==> config.mk <==
export PLATFORM = sky130hd
export DESIGN_NAME = media_elem_alu
export DESIGN_NICKNAME = d
export VERILOG_FILES = /design/src/rtl/mea_pkg.sv /design/src/rtl/mea_operand.sv /design/src/rtl/mea_arith.sv /design/src/rtl/mea_flags.sv /design/src/rtl/media_elem_alu.sv
export SDC_FILE = /design/constraint.sdc
export NUM_CORES = 1
export LEC_CHECK = 0
export ABC_AREA = 1
export BUFFER_PORTS_ARGS = -buffer_cell sky130_fd_sc_hd__buf_4
export CORE_MARGIN = 2
export CORE_UTILIZATION = 43
export CTS_CLUSTER_DIAMETER = 60
export CTS_CLUSTER_SIZE = 30
export DETAILED_ROUTE_END_ITERATION = 10
export PLACE_DENSITY = 0.73
export SYNTH_ARGS = -nofsm -noshare
export SYNTH_HDL_FRONTEND = slang
export SYNTH_SLANG_ARGS = --single-unit
==> constraint.sdc <==
create_clock -name clk -period 7.36 [get_ports clk]
set_clock_uncertainty 0.15 [all_clocks]
set_input_delay 0.368 -clock clk [delete_from_list [all_inputs] [get_ports clk]]
set_output_delay 0.368 -clock clk [all_outputs]
set_load 0.03 [all_outputs]
==> src/rtl/mea_pkg.sv <==
package mea_pkg;

   typedef enum logic [1:0] {
      OP_AVG  = 2'd0,
      OP_ABSD = 2'd1,
      OP_MIN  = 2'd2,
      OP_MAX  = 2'd3
   } mea_op_e;

   typedef enum logic [1:0] {
      EW_QTR  = 2'd0,
      EW_HALF = 2'd1,
      EW_FULL = 2'd2,
      EW_RSV  = 2'd3
   } mea_ew_e;

   localparam int COND_W = 4;

endpackage

==> src/rtl/mea_operand.sv <==
module mea_operand
   import mea_pkg::*;
#(
   parameter int DATA_W = 32
) (
   input  logic [DATA_W-1:0] raw_i,
   input  mea_ew_e           ew_i,
   input  logic              sgn_i,
   output logic [DATA_W:0]   ext_o
);
   localparam int QW = DATA_W / 4;
   localparam int HW = DATA_W / 2;

   logic qsign, hsign, fsign;

   assign qsign = sgn_i & raw_i[QW-1];
   assign hsign = sgn_i & raw_i[HW-1];
   assign fsign = sgn_i & raw_i[DATA_W-1];

   always_comb begin
      case (ew_i)
         EW_QTR:  ext_o = {{(DATA_W-QW+1){qsign}}, raw_i[QW-1:0]};
         EW_HALF: ext_o = {{(DATA_W-HW+1){hsign}}, raw_i[HW-1:0]};
         default: ext_o = {fsign, raw_i};
      endcase
   end
endmodule

==> src/rtl/mea_arith.sv <==
module mea_arith
   import mea_pkg::*;
#(
   parameter int DATA_W = 32
) (
   input  logic [DATA_W:0]   ea_i,
   input  logic [DATA_W:0]   eb_i,
   input  mea_op_e           op_i,
   input  mea_ew_e           ew_i,
   output logic [DATA_W-1:0] res_o,
   output logic              a_gt_b_o,
   output logic              a_lt_b_o
);
   localparam int QW  = DATA_W / 4;
   localparam int HW  = DATA_W / 2;
   localparam int SUM_W = DATA_W + 2;

   logic [SUM_W-1:0]  sum;
   logic [DATA_W:0]   diff;
   logic [DATA_W-1:0] raw_res;
   logic [DATA_W-1:0] mask;

   // carry-wide sum with rounding term; the shift drops bit 0
   assign sum = {ea_i[DATA_W], ea_i} + {eb_i[DATA_W], eb_i} + SUM_W'(1);

   assign a_gt_b_o = $signed(ea_i) > $signed(eb_i);
   assign a_lt_b_o = $signed(ea_i) < $signed(eb_i);

   assign diff = a_gt_b_o ? (ea_i - eb_i) : (eb_i - ea_i);

   always_comb begin
      case (op_i)
         OP_AVG:  raw_res = sum[DATA_W:1];
         OP_ABSD: raw_res = diff[DATA_W-1:0];
         OP_MIN:  raw_res = a_lt_b_o ? ea_i[DATA_W-1:0] : eb_i[DATA_W-1:0];
         default: raw_res = a_gt_b_o ? ea_i[DATA_W-1:0] : eb_i[DATA_W-1:0];
      endcase
   end

   always_comb begin
      case (ew_i)
         EW_QTR:  mask = {{(DATA_W-QW){1'b0}}, {QW{1'b1}}};
         EW_HALF: mask = {{(DATA_W-HW){1'b0}}, {HW{1'b1}}};
         default: mask = {DATA_W{1'b1}};
      endcase
   end

   assign res_o = raw_res & mask;
endmodule

==> src/rtl/mea_flags.sv <==
module mea_flags
   import mea_pkg::*;
#(
   parameter int DATA_W = 32
) (
   input  logic [DATA_W-1:0] res_i,
   input  logic              a_gt_b_i,
   input  logic              a_lt_b_i,
   input  mea_op_e           op_i,
   input  mea_ew_e           ew_i,
   input  logic              sgn_i,
   input  logic              rec_i,
   output logic [COND_W-1:0] cond_o
);
   localparam int QW = DATA_W / 4;
   localparam int HW = DATA_W / 2;

   logic top_bit, neg, zero;
   logic lt, gt, eq;

   always_comb begin
      case (ew_i)
         EW_QTR:  top_bit = res_i[QW-1];
         EW_HALF: top_bit = res_i[HW-1];
         default: top_bit = res_i[DATA_W-1];
      endcase
   end

   assign neg  = sgn_i & top_bit;
   assign zero = (res_i == '0);

   always_comb begin
      if (op_i == OP_MIN || op_i == OP_MAX) begin
         // sign of b - a, taken from the operand comparison
         lt = a_gt_b_i;
         gt = a_lt_b_i;
         eq = ~a_gt_b_i & ~a_lt_b_i;
      end else begin
         lt = neg;
         gt = ~neg & ~zero;
         eq = zero;
      end
   end

   assign cond_o = rec_i ? {lt, gt, eq, 1'b0} : '0;
endmodule

==> src/rtl/media_elem_alu.sv <==
module media_elem_alu
   import mea_pkg::*;
#(
   parameter int DATA_W  = 32,
   parameter bit REG_OUT = 1'b1
) (
   input  logic        clk,
   input  logic        rst_n,
   input  logic [31:0] op_a_i,
   input  logic [31:0] op_b_i,
   input  logic [1:0]  opcode_i,
   input  logic        signed_i,
   input  logic [1:0]  width_i,
   input  logic        rec_i,
   output logic [31:0] result_o,
   output logic [3:0]  cond_o
);
   localparam int QW = DATA_W / 4;
   localparam int HW = DATA_W / 2;

   generate
      if (DATA_W != 32) begin : g_bad_width
         $error("media_elem_alu: DATA_W must match the 32-bit port width");
      end
      if (COND_W != 4) begin : g_bad_cond
         $error("media_elem_alu: condition field must be 4 bits");
      end
   endgenerate

   mea_op_e           op;
   mea_ew_e           ew;
   logic [DATA_W:0]   ext_a, ext_b;
   logic [DATA_W-1:0] core_res;
   logic [COND_W-1:0] core_cond;
   logic              a_gt_b, a_lt_b;

   assign op = mea_op_e'(opcode_i);
   assign ew = mea_ew_e'(width_i);

   mea_operand #(.DATA_W(DATA_W)) u_ext_a (
      .raw_i(op_a_i), .ew_i(ew), .sgn_i(signed_i), .ext_o(ext_a)
   );

   mea_operand #(.DATA_W(DATA_W)) u_ext_b (
      .raw_i(op_b_i), .ew_i(ew), .sgn_i(signed_i), .ext_o(ext_b)
   );

   mea_arith #(.DATA_W(DATA_W)) u_arith (
      .ea_i(ext_a), .eb_i(ext_b), .op_i(op), .ew_i(ew),
      .res_o(core_res), .a_gt_b_o(a_gt_b), .a_lt_b_o(a_lt_b)
   );

   mea_flags #(.DATA_W(DATA_W)) u_flags (
      .res_i(core_res), .a_gt_b_i(a_gt_b), .a_lt_b_i(a_lt_b),
      .op_i(op), .ew_i(ew), .sgn_i(signed_i), .rec_i(rec_i),
      .cond_o(core_cond)
   );

   generate
      if (REG_OUT) begin : g_reg
         logic [DATA_W-1:0] res_q;
         logic [COND_W-1:0] cond_q;
         always_ff @(posedge clk) begin
            if (!rst_n) begin
               res_q  <= '0;
               cond_q <= '0;
            end else begin
               res_q  <= core_res;
               cond_q <= core_cond;
            end
         end
         assign result_o = res_q;
         assign cond_o   = cond_q;
      end else begin : g_comb
         assign result_o = core_res;
         assign cond_o   = core_cond;
      end
   endgenerate

   // ---------------- assertions ----------------
   logic [DATA_W-1:0] chk_mask;
   always_comb begin
      case (width_i)
         2'd0:    chk_mask = (DATA_W)'((64'd1 << QW) - 64'd1);
         2'd1:    chk_mask = (DATA_W)'((64'd1 << HW) - 64'd1);
         default: chk_mask = {DATA_W{1'b1}};
      endcase
   end

   AST_UPPER_ZERO: assert property (@(posedge clk) disable iff (!rst_n)
      (core_res & ~chk_mask) == '0);

   AST_NOREC_CLEAR: assert property (@(posedge clk) disable iff (!rst_n)
      !rec_i |-> core_cond == '0);

   AST_SO_CLEAR: assert property (@(posedge clk) disable iff (!rst_n)
      core_cond[0] == 1'b0);

   AST_ONE_FLAG: assert property (@(posedge clk) disable iff (!rst_n)
      rec_i |-> $countones(core_cond[3:1]) == 1);

   AST_MINMAX_PICK: assert property (@(posedge clk) disable iff (!rst_n)
      opcode_i[1] |-> (core_res == (op_a_i & chk_mask) ||
                       core_res == (op_b_i & chk_mask)));

   AST_MINMAX_EQ: assert property (@(posedge clk) disable iff (!rst_n)
      (opcode_i[1] && rec_i && core_cond[1]) |->
         (op_a_i & chk_mask) == (op_b_i & chk_mask));

   generate
      if (REG_OUT) begin : g_lat_chk
         AST_REG_LATENCY: assert property (@(posedge clk) disable iff (!rst_n)
            $past(rst_n) |=> result_o == $past(core_res));
      end
   endgenerate
endmodule

### Word level (Yosys, flattened, before mapping)

Cells that the tools add are included.

* flip-flop bits (word level): 36
* bits of input ports: 72
* output and inout bits: 36
* word-level logic and storage cells: 43

* add/sub/neg operators: 4
* order comparisons: 2
* eq/ne operators: 4
* mux-type cells: 11
* bitwise gates (word level): 14
* reductions and logical operators: 5

Operators with widths (count)
* $pmux W33 S2: 2
* $mux W32: 3
* $pmux W32 S3: 1
* $pmux W32 S2: 1
* $sub A32 B32 Y32: 2
* $add A33 B1 Y33 const B: 1
* $add A33 B33 Y33: 1
* $gt A33 B33 Y1: 1
* $lt A33 B33 Y1: 1
* $and A32 B32 Y32: 1
* $logic_not A32 Y1: 1
* $and A1 B1 Y1: 9
* $eq A2 B1 Y1 const B: 2
* $eq A2 B2 Y1 const B: 2
* $logic_not A2 Y1: 2
* $not A1 Y1: 4
* $mux W1: 3
* $pmux W1 S2: 1
* $reduce_and A2 Y1: 1
* $logic_or A1 B1 Y1: 1

### Longest topological paths before layout

Gate-level depths: netlist of run 1.

* depth after elaboration: 11
* mapped depth: 34
* mapped depth without buffers: 31

### Hierarchy

From an unflattened synthesis of run 1, not the netlist that was laid out.

* cell total of the unflattened synthesis: 1912
* area, all modules: 10321.1 um2

By module, submodules not included
* mea_arith: times used 1, cells each 1601, area an instance 8232.9 um2, seq. area each 0.0 um2
* media_elem_alu: times used 1, cells each 112, area an instance 1032.2 um2, seq. area each 720.7 um2
* mea_operand: times used 2, cells each 74, area an instance 422.9 um2, seq. area each 0.0 um2
* mea_flags: times used 1, cells each 51, area an instance 210.2 um2, seq. area each 0.0 um2

### Worst setup path after synthesis of run 1

No wires, ideal clock.

* kind: input to register
* from: in width_i[1]
* to: reg g_reg.cond_q[2], in the netlist cond_o[2]
* library setup time: 0.115 ns
* arrival time: 3.879 ns
* data required time: 7.095 ns
* slack: 3.217 ns
* stages on the path: 32
* path buffers: 4
* path through: inv_2 -> nand2_2 -> nor3_2 -> a31oi_1 -> nand2_1 -> clkbuf_1 -> o21ai_0 -> inv_1 -> ha_1 -> buf_4 -> inv_2 -> nand2_1 -> nand2_1 -> nand2_1 -> and2_2 -> a21oi_1 -> nor2_2 -> nand2_2 -> nand2_2 -> nand3_4 -> buf_8 -> buf_8 -> nand2_1 -> nand3_1 -> nand3_1 -> nor2_1 -> nand2_1 -> nor2_1 -> nand2_1 -> nor2_1 -> nand3_1 -> and2_1

* word-level cells in the longest chain between the ends: 11
* elaborated cells between the ends (all ways): 23
* classes of those cells: add/sub (4); order compare (2); eq/ne (1); mux (9); bitwise (5); reduce/logical (2)

RTL lines
* start, declared: line media_elem_alu.sv:13 `input logic [1:0] width_i,`
* $eq A2 B1 Y1 / $logic_not A2 Y1 (equally long branches): line mea_operand.sv:21, mea_arith.sv:41, mea_flags.sv:22
* $pmux W33 S2: line mea_operand.sv:21 `case (ew_i)`
* $add A33 B33 Y33 (tied with other cells): line mea_arith.sv:24 `assign sum = {ea_i[DATA_W], ea_i} + {eb_i[DATA_W], eb_i} + SUM_W'(1);`
* $add A33 B1 Y33 (tied with other cells): line mea_arith.sv:24
* $pmux W32 S3: line mea_arith.sv:32 `case (op_i)`
* $and A32 B32 Y32: line mea_arith.sv:48 `assign res_o = raw_res & mask;`
* $pmux W1 S2: line mea_flags.sv:22 `case (ew_i)`
* $and A1 B1 Y1: line mea_flags.sv:29 `assign neg = sgn_i & top_bit;`
* $not A1 Y1: line mea_flags.sv:40 `gt = ~neg & ~zero;`
* $and A1 B1 Y1: line mea_flags.sv:40
* $mux W1 *: line mea_flags.sv:33 `if (op_i == OP_MIN || op_i == OP_MAX) begin`
* end signal, assigned: line media_elem_alu.sv:69 `cond_q <= core_cond;`
* end, declared: line media_elem_alu.sv:62 `logic [COND_W-1:0] cond_q;`

Every way passes the cells marked *; elsewhere a longest branch is shown, timed or not.
A chain may end at the register's enable or synchronous reset.

### Worst setup path in the final report of run 1

Ends and elaborated chain as after synthesis.

==> flow_summary.toml, run 1 <==
[power]
ir_drop_mv = 0.143
p_leak_nw = 5.73
power_density_nw_per_um2 = 172

[clock_network]
numCtsBuffers = 5
cts.root.buffer_cell = "clkbuf_16"
cts_max_path_buffers = 2
h-tree-depth = 2
cts_hold_buf = 0
cts_tree = "yes"
cts.clk_slew.worst_paths_ns = 0.06
post_cts_resized = 0
cts_sinks = 35
post_cts_buffers = 0

[synth]
synth_fp_nets = 1938
synth_cell_type_count = 47
synthFlopType = "dfxtp_1"
async_flop_share_pct = 0
syn_area_per_cell_sq_um = 5.41
synth-seq-cells = 35
yosysWarnings = 0
ys_seq_area_share_pct = 7.33
synth_edf_count = 0
syn_inst = 1767
netlist_area_sq_um = 9560

[worst_setup_path]
cpMostUsedCell = "nand2_2"
cp_slowest_stage_delay_ns = 0.51
path_max_fanout = 27
cp.required_ns = 7.39
start_kind = "input port"
cp_slowest_cell = "nand2_2"
critPathCaptureType = "register"
cp_top_family = "simple AND/OR/NAND/NOR gates"
arrival_ns = 5.76
worstSetupPathType = "in -> reg"
crit_buf_inv = 6

[layout]
antenna_cells = 0
final_nets = 1998
drive_above_1_share_pct = 10.7
layout_common_cells = "nand2_1, inv_1, nand3_1"
layout_commonest_cell = "nand2_1"
areaGrowthSynthToFinish_pct = 11.1
final_cell_count_no_fill = 2108
fillers = 2376

[placed_design]
post-dp-hpwl_um = 36300
place_congestion = 1.06
dp_cells = 2100
portBuffers = 106

[sta]
fin_tns_setup_ns = 0
finalHoldViolations = 0
fin_crit_ns = 5.73
slew_violations = 0
worst_pin_slew_ns = 1.11
fmax_ghz = 0.175
setup_violations = 0
rsz0062_at_grt = "false"
slew_headroom_pct = 26.2
period_share_pct = 77.9

[global_routing]
grt_antenna_before_repair = 0
grt_max_degree = 78
grt_pass1_wl_um = 66900
groute.usage.overall_pct = 37.0
grt_pass1_vias = 11400
grt_overflow = 0

[die]
num_rows = 54
num_io_pins = 108
die-area_sq_um = 23400
fp.coreArea_sq_um = 21800
die_w_um = 153
start_util_pct = 43.8
dieHeight_um = 153

[route]
drt_pass1_iterations = 8
routed_wl_um = 45100
antenna_left = 0
wire_per_inst_um = 21.4
num_vias = 12400
drc = 0
avgViaCountPerCell = 5.87
drt_iter0_drc = 1683

[run]
cap_viol_max_count = 0

[outcome]
status = "completed"

[hold_path]
hold_class = "in -> reg"
[cell families after synthesis]
group	Yosys count	share of synthesized area (%)
AO/OA/AOI/OAI	342	19.7
flip-flops	35	7.33
buffers and inverters	317	14.0
other	1	0.0392
XOR/XNOR	44	4.03
adder cells (fa/ha/maj)	99	13.2
AND/OR/NAND/NOR	929	41.7
[per-layer routing]
metal / share of wire, % / routed length (um) / track usage (%)
met5: 0 / 0 / 0
met4: 2.8 / 1240 / 9.57
met3: 14 / 6330 / 10.1
met2: 41 / 18700 / 55.4
met1: 42 / 18800 / 52.1
[metrics by stage]
stage	total power, W	instance area [sq um]	hold slack, ns	setup WS, ns	util (%)
2_1_floorplan	0.00113	9560	0.380	3.22	-
3_5_place_dp	0.00153	10500	0.518	1.51	47.9
3_3_place_gp	0.00153	10500	0.507	1.57	47.9
4_1_cts	0.00178	10600	0.224	1.79	48.7
6_report	0.00183	10600	0.228	1.63	48.7
5_1_grt	0.00194	10600	0.241	1.18	48.7
[cell type report]
cell class	instances	area (sq um)	area share (%)
multi-input combinational	1415	7520	70.8
timing repair buffer	125	963	9.07
inverter	245	920	8.65
sequential	35	701	6.59
tap	280	350	3.30
clock buffer	5	125	1.18
clock inverter	3	43.8	0.412
[state kept, by name, summed over array words and instances (netlist names)]
register,count
cond_o,3
result_o,32
[worst paths after layout]
path	end	startpoint	cells past startpoint
min	result_o[1]$_SDFF_PN0_	rst_n	3
max	cond_o[2]$_SDFF_PN0_	width_i[1]	30
[power by group]
group / internal [W] / total (W) / switching (W)
registers: 0.000210 / 0.000215 / 0.00000544
clock network: 0.000160 / 0.000250 / 0.0000900
logic: 0.000401 / 0.00136 / 0.000963
total: 0.000771 / 0.00183 / 0.00106
[synth_stat cells, types with 4 or more instances]
cell type | count | share of area (%)
nor4_1 | 4 | 0.26
buf_2 | 24 | 1.3
nand2_2 | 9 | 0.59
buf_1 | 4 | 0.16
a31oi_1 | 4 | 0.26
o21ai_0 | 116 | 6.1
a21oi_1 | 152 | 8.0
or2_2 | 5 | 0.33
nand3_1 | 195 | 10
o211ai_1 | 18 | 1.4
clkbuf_1 | 21 | 0.82
nor3_1 | 5 | 0.26
o21bai_1 | 18 | 1.4
inv_1 | 222 | 8.7
nand2_1 | 483 | 19
dfxtp_1 | 35 | 7.3
ha_1 | 96 | 13
nor2_2 | 10 | 0.65
a21o_1 | 16 | 1.3
buf_4 | 14 | 1.1
nand3b_1 | 9 | 0.71
buf_6 | 6 | 0.71
inv_2 | 20 | 0.79
xor2_1 | 42 | 3.8
nor2_1 | 176 | 6.9
nand4_1 | 17 | 1.1
o21ai_1 | 8 | 0.42
Note: power is estimated with default switching activity, not from simulation.
==> run 2, diff against run 1 <==
--- a/config.mk
+++ b/config.mk
@@ -12,7 +12,7 @@
 export CTS_CLUSTER_DIAMETER = 60
 export CTS_CLUSTER_SIZE = 30
 export DETAILED_ROUTE_END_ITERATION = 10
-export PLACE_DENSITY = 0.73
+export PLACE_DENSITY = 0.75
 export SYNTH_ARGS = -nofsm -noshare
 export SYNTH_HDL_FRONTEND = slang
 export SYNTH_SLANG_ARGS = --single-unit
==> constraint.sdc (replaced) <==
create_clock -name clk -period 5.1 [get_ports clk]
set_clock_uncertainty 0.15 [all_clocks]
set_input_delay 0.255 -clock clk [delete_from_list [all_inputs] [get_ports clk]]
set_output_delay 0.255 -clock clk [all_outputs]
set_load 0.03 [all_outputs]
==> run 2 against run 1 <==
  * Total power up 50%
  * Clock power up 28%
  * Final area up 3.1%
  * Critical path type unchanged
  * Critical endpoint unchanged
  * Largest power group unchanged
==> flow_summary.toml, run 2 (synthesized netlist as in run 1, its figures left out) <==
[sta]
rsz0062_at_grt = "false"
finalHoldViolations = 0
period_share_pct = 95.2
worst_pin_slew_ns = 1.09
fmax_ghz = 0.206
hold_ws_ns = 0.104
fin_crit_ns = 4.86
setup_violations = 0
slew_headroom_pct = 27.4
slew_violations = 0

[worst_setup_path]
cp.required_ns = 5.14
cpMostUsedCell = "nand2_1"
worstSetupPathType = "in -> reg"
start_kind = "input port"
cp_slowest_cell = "ha_2"
arrival_ns = 4.89
critPathCaptureType = "register"
path_max_fanout = 15
cp_slowest_stage_delay_ns = 0.44

[global_routing]
groute.usage.overall_pct = 39.6
grt_pass1_vias = 11300
grt_overflow = 0
grt_antenna_before_repair = 0
grt_max_degree = 35
grt_pass1_wl_um = 70600

[layout]
areaGrowthSynthToFinish_pct = 14.6
fillers = 2424
layout_common_cells = "nand2_1, inv_1, nand3_1"
fin_area_sq_um = 11000
antenna_cells = 0
largest_register_ffs = 32
multi_input_comb_area_sq_um = 7530
register_area_sq_um = 701
layout_commonest_cell = "nand2_1"
drive_above_1_share_pct = 13.1
final_nets = 2046

[route]
avgViaCountPerCell = 5.87
drt_pass1_iterations = 6
antenna_left = 0
wire_per_inst_um = 22.4
drc = 0
drt_iter0_drc = 1729
num_vias = 12700
routed_wl_um = 48200

[die]
die-area_sq_um = 23400
dieHeight_um = 153
start_util_pct = 43.8
fp.coreArea_sq_um = 21800
num_rows = 54
num_io_pins = 108
die_w_um = 153

[clock_network]
post_cts_resized = 0
cts.root.buffer_cell = "clkbuf_16"
cts_sinks = 35
h-tree-depth = 2
cts_max_path_buffers = 2
cts_hold_buf = 0
cts_tree = "yes"
cts.clk_slew.worst_paths_ns = 0.07
post_cts_buffers = 0
numCtsBuffers = 5

[run]
cap_viol_max_count = 0

[power]
p_leak_nw = 5.93
ir_drop_mv = 0.115
power_density_nw_per_um2 = 250

[placed_design]
placed_area_sq_um = 10800
place_congestion = 1.10
portBuffers = 106
post-dp-hpwl_um = 39900

[hold_path]
hold_class = "in -> reg"
whs_path_depth = 3

[outcome]
status = "completed"
==> run 2: cell count changes in the layout (fill, tap and decap cells not counted), sizes merged <==
| cell | previous run | this run |
|---|---|---|
| buf | 125 | 173 |
| bufinv | 1 | 0 |
| clkinvlp | 0 | 2 |
| clkinv | 5 | 4 |
==> run 2: final timing paths <==
check	startpoint	end	slack [ns]
max	width_i[1]	cond_o[2]$_SDFF_PN0_	0.24
min	rst_n	result_o[1]$_SDFF_PN0_	0.10
==> run 2: final cells by class <==
class,instances,share of cell area [%]
Inverter,245,8.39
Clock inverter,3,0.183
Tap cell,280,3.20
Sequential cell,35,6.39
Multi-Input combinational cell,1415,68.7
Clock buffer,5,1.14
Timing Repair Buffer,173,12.0
==> run 2: critical path, delay by kind of cell <==
kind	cells	cell delay, ns
buffers and inverters	6	0.89
AOI/OAI and AO/OA	3	0.70
adders and majority gates	1	0.44
and+or+nand+nor	20	2.56
==> run 2: metrics by stage <==
stage / power (W) / TNS (ns) / std cells / worst slack (ns) / util, %
floorplan: 0.00163 / 0 / 1767 / 1.07 / -
global placement: 0.00234 / -0.0770 / 2148 / -0.0743 / 49.5
detailed placement: 0.00233 / -0.0401 / 2148 / -0.0401 / 49.5
CTS: 0.00265 / 0 / 2156 / 0.255 / 50.2
global route: 0.00289 / 0 / 2156 / 0.0402 / 50.2
finish: 0.00274 / 0 / 2156 / 0.244 / 50.2
==> run 2: power by group <==
| part | total (W) | switching (W) | internal, W |
|---|---|---|---|
| combinational | 0.00211 | 0.00146 | 0.000646 |
| clock | 0.000320 | 0.000140 | 0.000180 |
| sequential | 0.000310 | 0.00000718 | 0.000302 |
| total | 0.00274 | 0.00161 | 0.00113 |
==> run 2: per-layer routing <==
layer	vias up	wire length (um)	track usage [%]	share of wire, %
met1	5777	20700	58.4	43
li1	5899	-	-	-
met3	113	6670	8.34	14
met4	0	1610	12.2	3.3
met2	869	19200	57.1	40
met5	-	0	0	0
==> run 3, diff against run 2 <==
--- a/config.mk
+++ b/config.mk
@@ -7,12 +7,15 @@
 export LEC_CHECK = 0
 export ABC_AREA = 1
 export BUFFER_PORTS_ARGS = -buffer_cell sky130_fd_sc_hd__buf_4
+export CELL_PAD_IN_SITES_DETAIL_PLACEMENT = 0
+export CELL_PAD_IN_SITES_GLOBAL_PLACEMENT = 1
 export CORE_MARGIN = 2
-export CORE_UTILIZATION = 43
+export CORE_UTILIZATION = 38
 export CTS_CLUSTER_DIAMETER = 60
 export CTS_CLUSTER_SIZE = 30
 export DETAILED_ROUTE_END_ITERATION = 10
-export PLACE_DENSITY = 0.75
+export PLACE_DENSITY = 0.91
 export SYNTH_ARGS = -nofsm -noshare
 export SYNTH_HDL_FRONTEND = slang
+export SYNTH_HIERARCHICAL = 1
 export SYNTH_SLANG_ARGS = --single-unit
==> run 3 against run 2 <==
  * Wire length is 2.7% higher
  * Sequential share of layout area is 0.18 points lower
  * Via count is 2.0% higher
  * Cell count is 8.4% higher
  * Core utilization is 7.0 points lower
  * Total power is 2.3% higher
  * Critical endpoint is now cond_o[1]$_SDFF_PN0_
  * Largest power group unchanged
  * Highest routed layer unchanged
==> flow_summary.toml, run 3 <==
[sta]
fin_crit_ns = 4.73
layout_setup_ws_ns = 0.374
fmax_ghz = 0.212
slew_violations = 0
worst_pin_slew_ns = 1.07
period_share_pct = 92.7
slew_headroom_pct = 28.9
setup_violations = 0
fin_tns_setup_ns = 0
rsz0062_at_grt = "false"
hold_ws_ns = 0.157
finalHoldViolations = 0

[layout]
drive_above_1_share_pct = 12.5
layout_commonest_cell = "nand2_1"
largest_register_ffs = 32
final_cell_count_no_fill = 2337
layout_common_cells = "nand2_1, inv_1, nor2_1"
areaGrowthSynthToFinish_pct = 12.3
fillers = 3028
final_nets = 2166
antenna_cells = 0

[global_routing]
groute.usage.overall_pct = 33.8
grt_max_degree = 45
use_met1_pct = 41.4
grt_busiest_layer = "met2"
grt_overflow = 0
grt_pass1_wl_um = 72400
grt_antenna_before_repair = 0
grt_pass1_vias = 12200
use_met3_pct = 3.18
use_met2_pct = 56.8

[hold_path]
hold_class = "in -> reg"

[worst_setup_path]
cp.required_ns = 5.19
arrival_ns = 4.82
critPathCaptureType = "register"
path_max_fanout = 25
start_kind = "input port"
worstSetupPathType = "in -> reg"

[die]
dieHeight_um = 169
num_rows = 60
fp.coreArea_sq_um = 26800
die-area_sq_um = 28500
num_io_pins = 108
start_util_pct = 38.5
die_w_um = 169

[clock_network]
cts_sinks = 36
h-tree-depth = 2
cts.root.buffer_cell = "clkbuf_16"
cts_tree = "yes"
cts_max_path_buffers = 2
numCtsBuffers = 5
cts.clk_slew.worst_paths_ns = 0.06
post_cts_buffers = 0
cts_hold_buf = 0

[placed_design]
place_congestion = 1.01
dp_slack_ns = -0.00457
portBuffers = 107
dp_cells = 2329
post-dp-hpwl_um = 41300

[synth]
synthTopCellsByArea = "nand2_1, ha_1, nand3_1"
syn_inst = 1912
synth-seq-cells = 36
async_flop_share_pct = 0
netlist_area_sq_um = 10300
ys_top_cells_by_count = "nand2_1, inv_1, nor2_1, nand3_1, a21oi_1"
synth_edf_count = 0
yosysWarnings = 6
synthFlopType = "dfxtp_1"
ys_seq_area_share_pct = 6.98
yosys.area.top_type = "nand2_1"
synth_cell_type_count = 47
synth_fp_nets = 2083
syn_area_per_cell_sq_um = 5.40
synth_top_area_share_pct = 19.8
yosysMostFrequentCell = "nand2_1"

[power]
ir_drop_mv = 0.105
p_leak_nw = 6.48
power_density_nw_per_um2 = 242

[route]
drt_iter0_drc = 1324
avgViaCountPerCell = 5.52
drc = 0
num_vias = 12900
routed_wl_um = 49500
drt_pass1_iterations = 7
wire_per_inst_um = 21.2
antenna_left = 0

[outcome]
status = "completed"

[run]
cap_viol_max_count = 0
[run 3: cell types whose count changed in the layout (fill, tap and decap cells not counted), moves of 9 or more]
cell and delta:
a21o_1 -11, nor2_1 +35, o21ai_1 +12, inv_2 -17, buf_4 -10, inv_1 +42
nand2_1 +61, a21oi_1 -9
[run 3: worst paths after layout]
path	slack [ns]	cells after the start	to	from
setup / recovery	0.37	28	cond_o[1]$_SDFF_PN0_	width_i[1]
hold / removal	0.16	5	cond_o[1]$_SDFF_PN0_	rec_i
[run 3: report_power, final]
part	switching, W	internal [W]	leakage (nW)
clock	0.000124	0.000180	0.0736
combinational	0.00150	0.000680	6.11
sequential	0.00000789	0.000311	0.297
[run 3: metal layers]
metal / wire [um] / part of all wire, %
met5: 0 / 0
met4: 3630 / 7.3
met3: 2940 / 5.9
met2: 22700 / 46
met1: 20200 / 41
[run 3: layout make-up]
| cell class | instances | area [sq um] | share of cell area (%) |
|---|---|---|---|
| tap | 341 | 427 | 3.68 |
| inverter | 271 | 1020 | 8.82 |
| clock inverter | 3 | 18.8 | 0.162 |
| sequential | 36 | 721 | 6.22 |
| clock buffer | 5 | 125 | 1.08 |
| multi-input combinational | 1514 | 7960 | 68.7 |
| timing repair buffer | 167 | 1320 | 11.4 |
[run 3: kinds of logic (layout without fill, tap and decap cells)]
kind of cell / after synthesis / in the layout / share of synthesized area [%]
simple gates: 1037 / 1037 / 43.1
buf+inv: 362 / 446 / 16.1
compound gates: 339 / 339 / 18.3
fa+ha+maj: 99 / 99 / 12.2
xor+xnor: 38 / 38 / 3.22
flops: 36 / 36 / 6.98
other cells: 1 / 1 / 0.0363
[run 3: worst max-delay path: stages]
cell	delay (ns)
buf_4	0.28
nor2_4	0.08
nand2_4	0.29
nand3_1	0.20
inv_1	0.17
ha_2	0.36
a21oi_1	0.31
nor2_1	0.09
nor2_2	0.13
nand2_1	0.10
a21oi_2	0.26
nand3_2	0.30
nand2_8	0.28
buf_4	0.21
nand2_1	0.07
nand3_1	0.07
nand3_1	0.08
nor2_1	0.14
nor2_1	0.08
nor2_1	0.13
nand2_1	0.08
nor2_1	0.25
nand2_1	0.13
nor2_1	0.11
nand2_1	0.07
a21oi_2	0.11
nand2_1	0.06
inv_1	0.06
[run 3: timing repair]
item	4_1_cts	5_1_grt
endpoints found under the hold margin	0	0
gates resized for setup	0	6
endpoints found under the setup margin	0	2
[run 3: per-stage QoR]
step	area [sq um]	total power (W)	util (%)
after floorplan	10300	0.00170	-
final	11600	0.00280	43.2
after CTS	11600	0.00274	43.2
after global placement	11400	0.00243	42.6
after global routing	11600	0.00298	43.2
after detailed placement	11400	0.00243	42.6
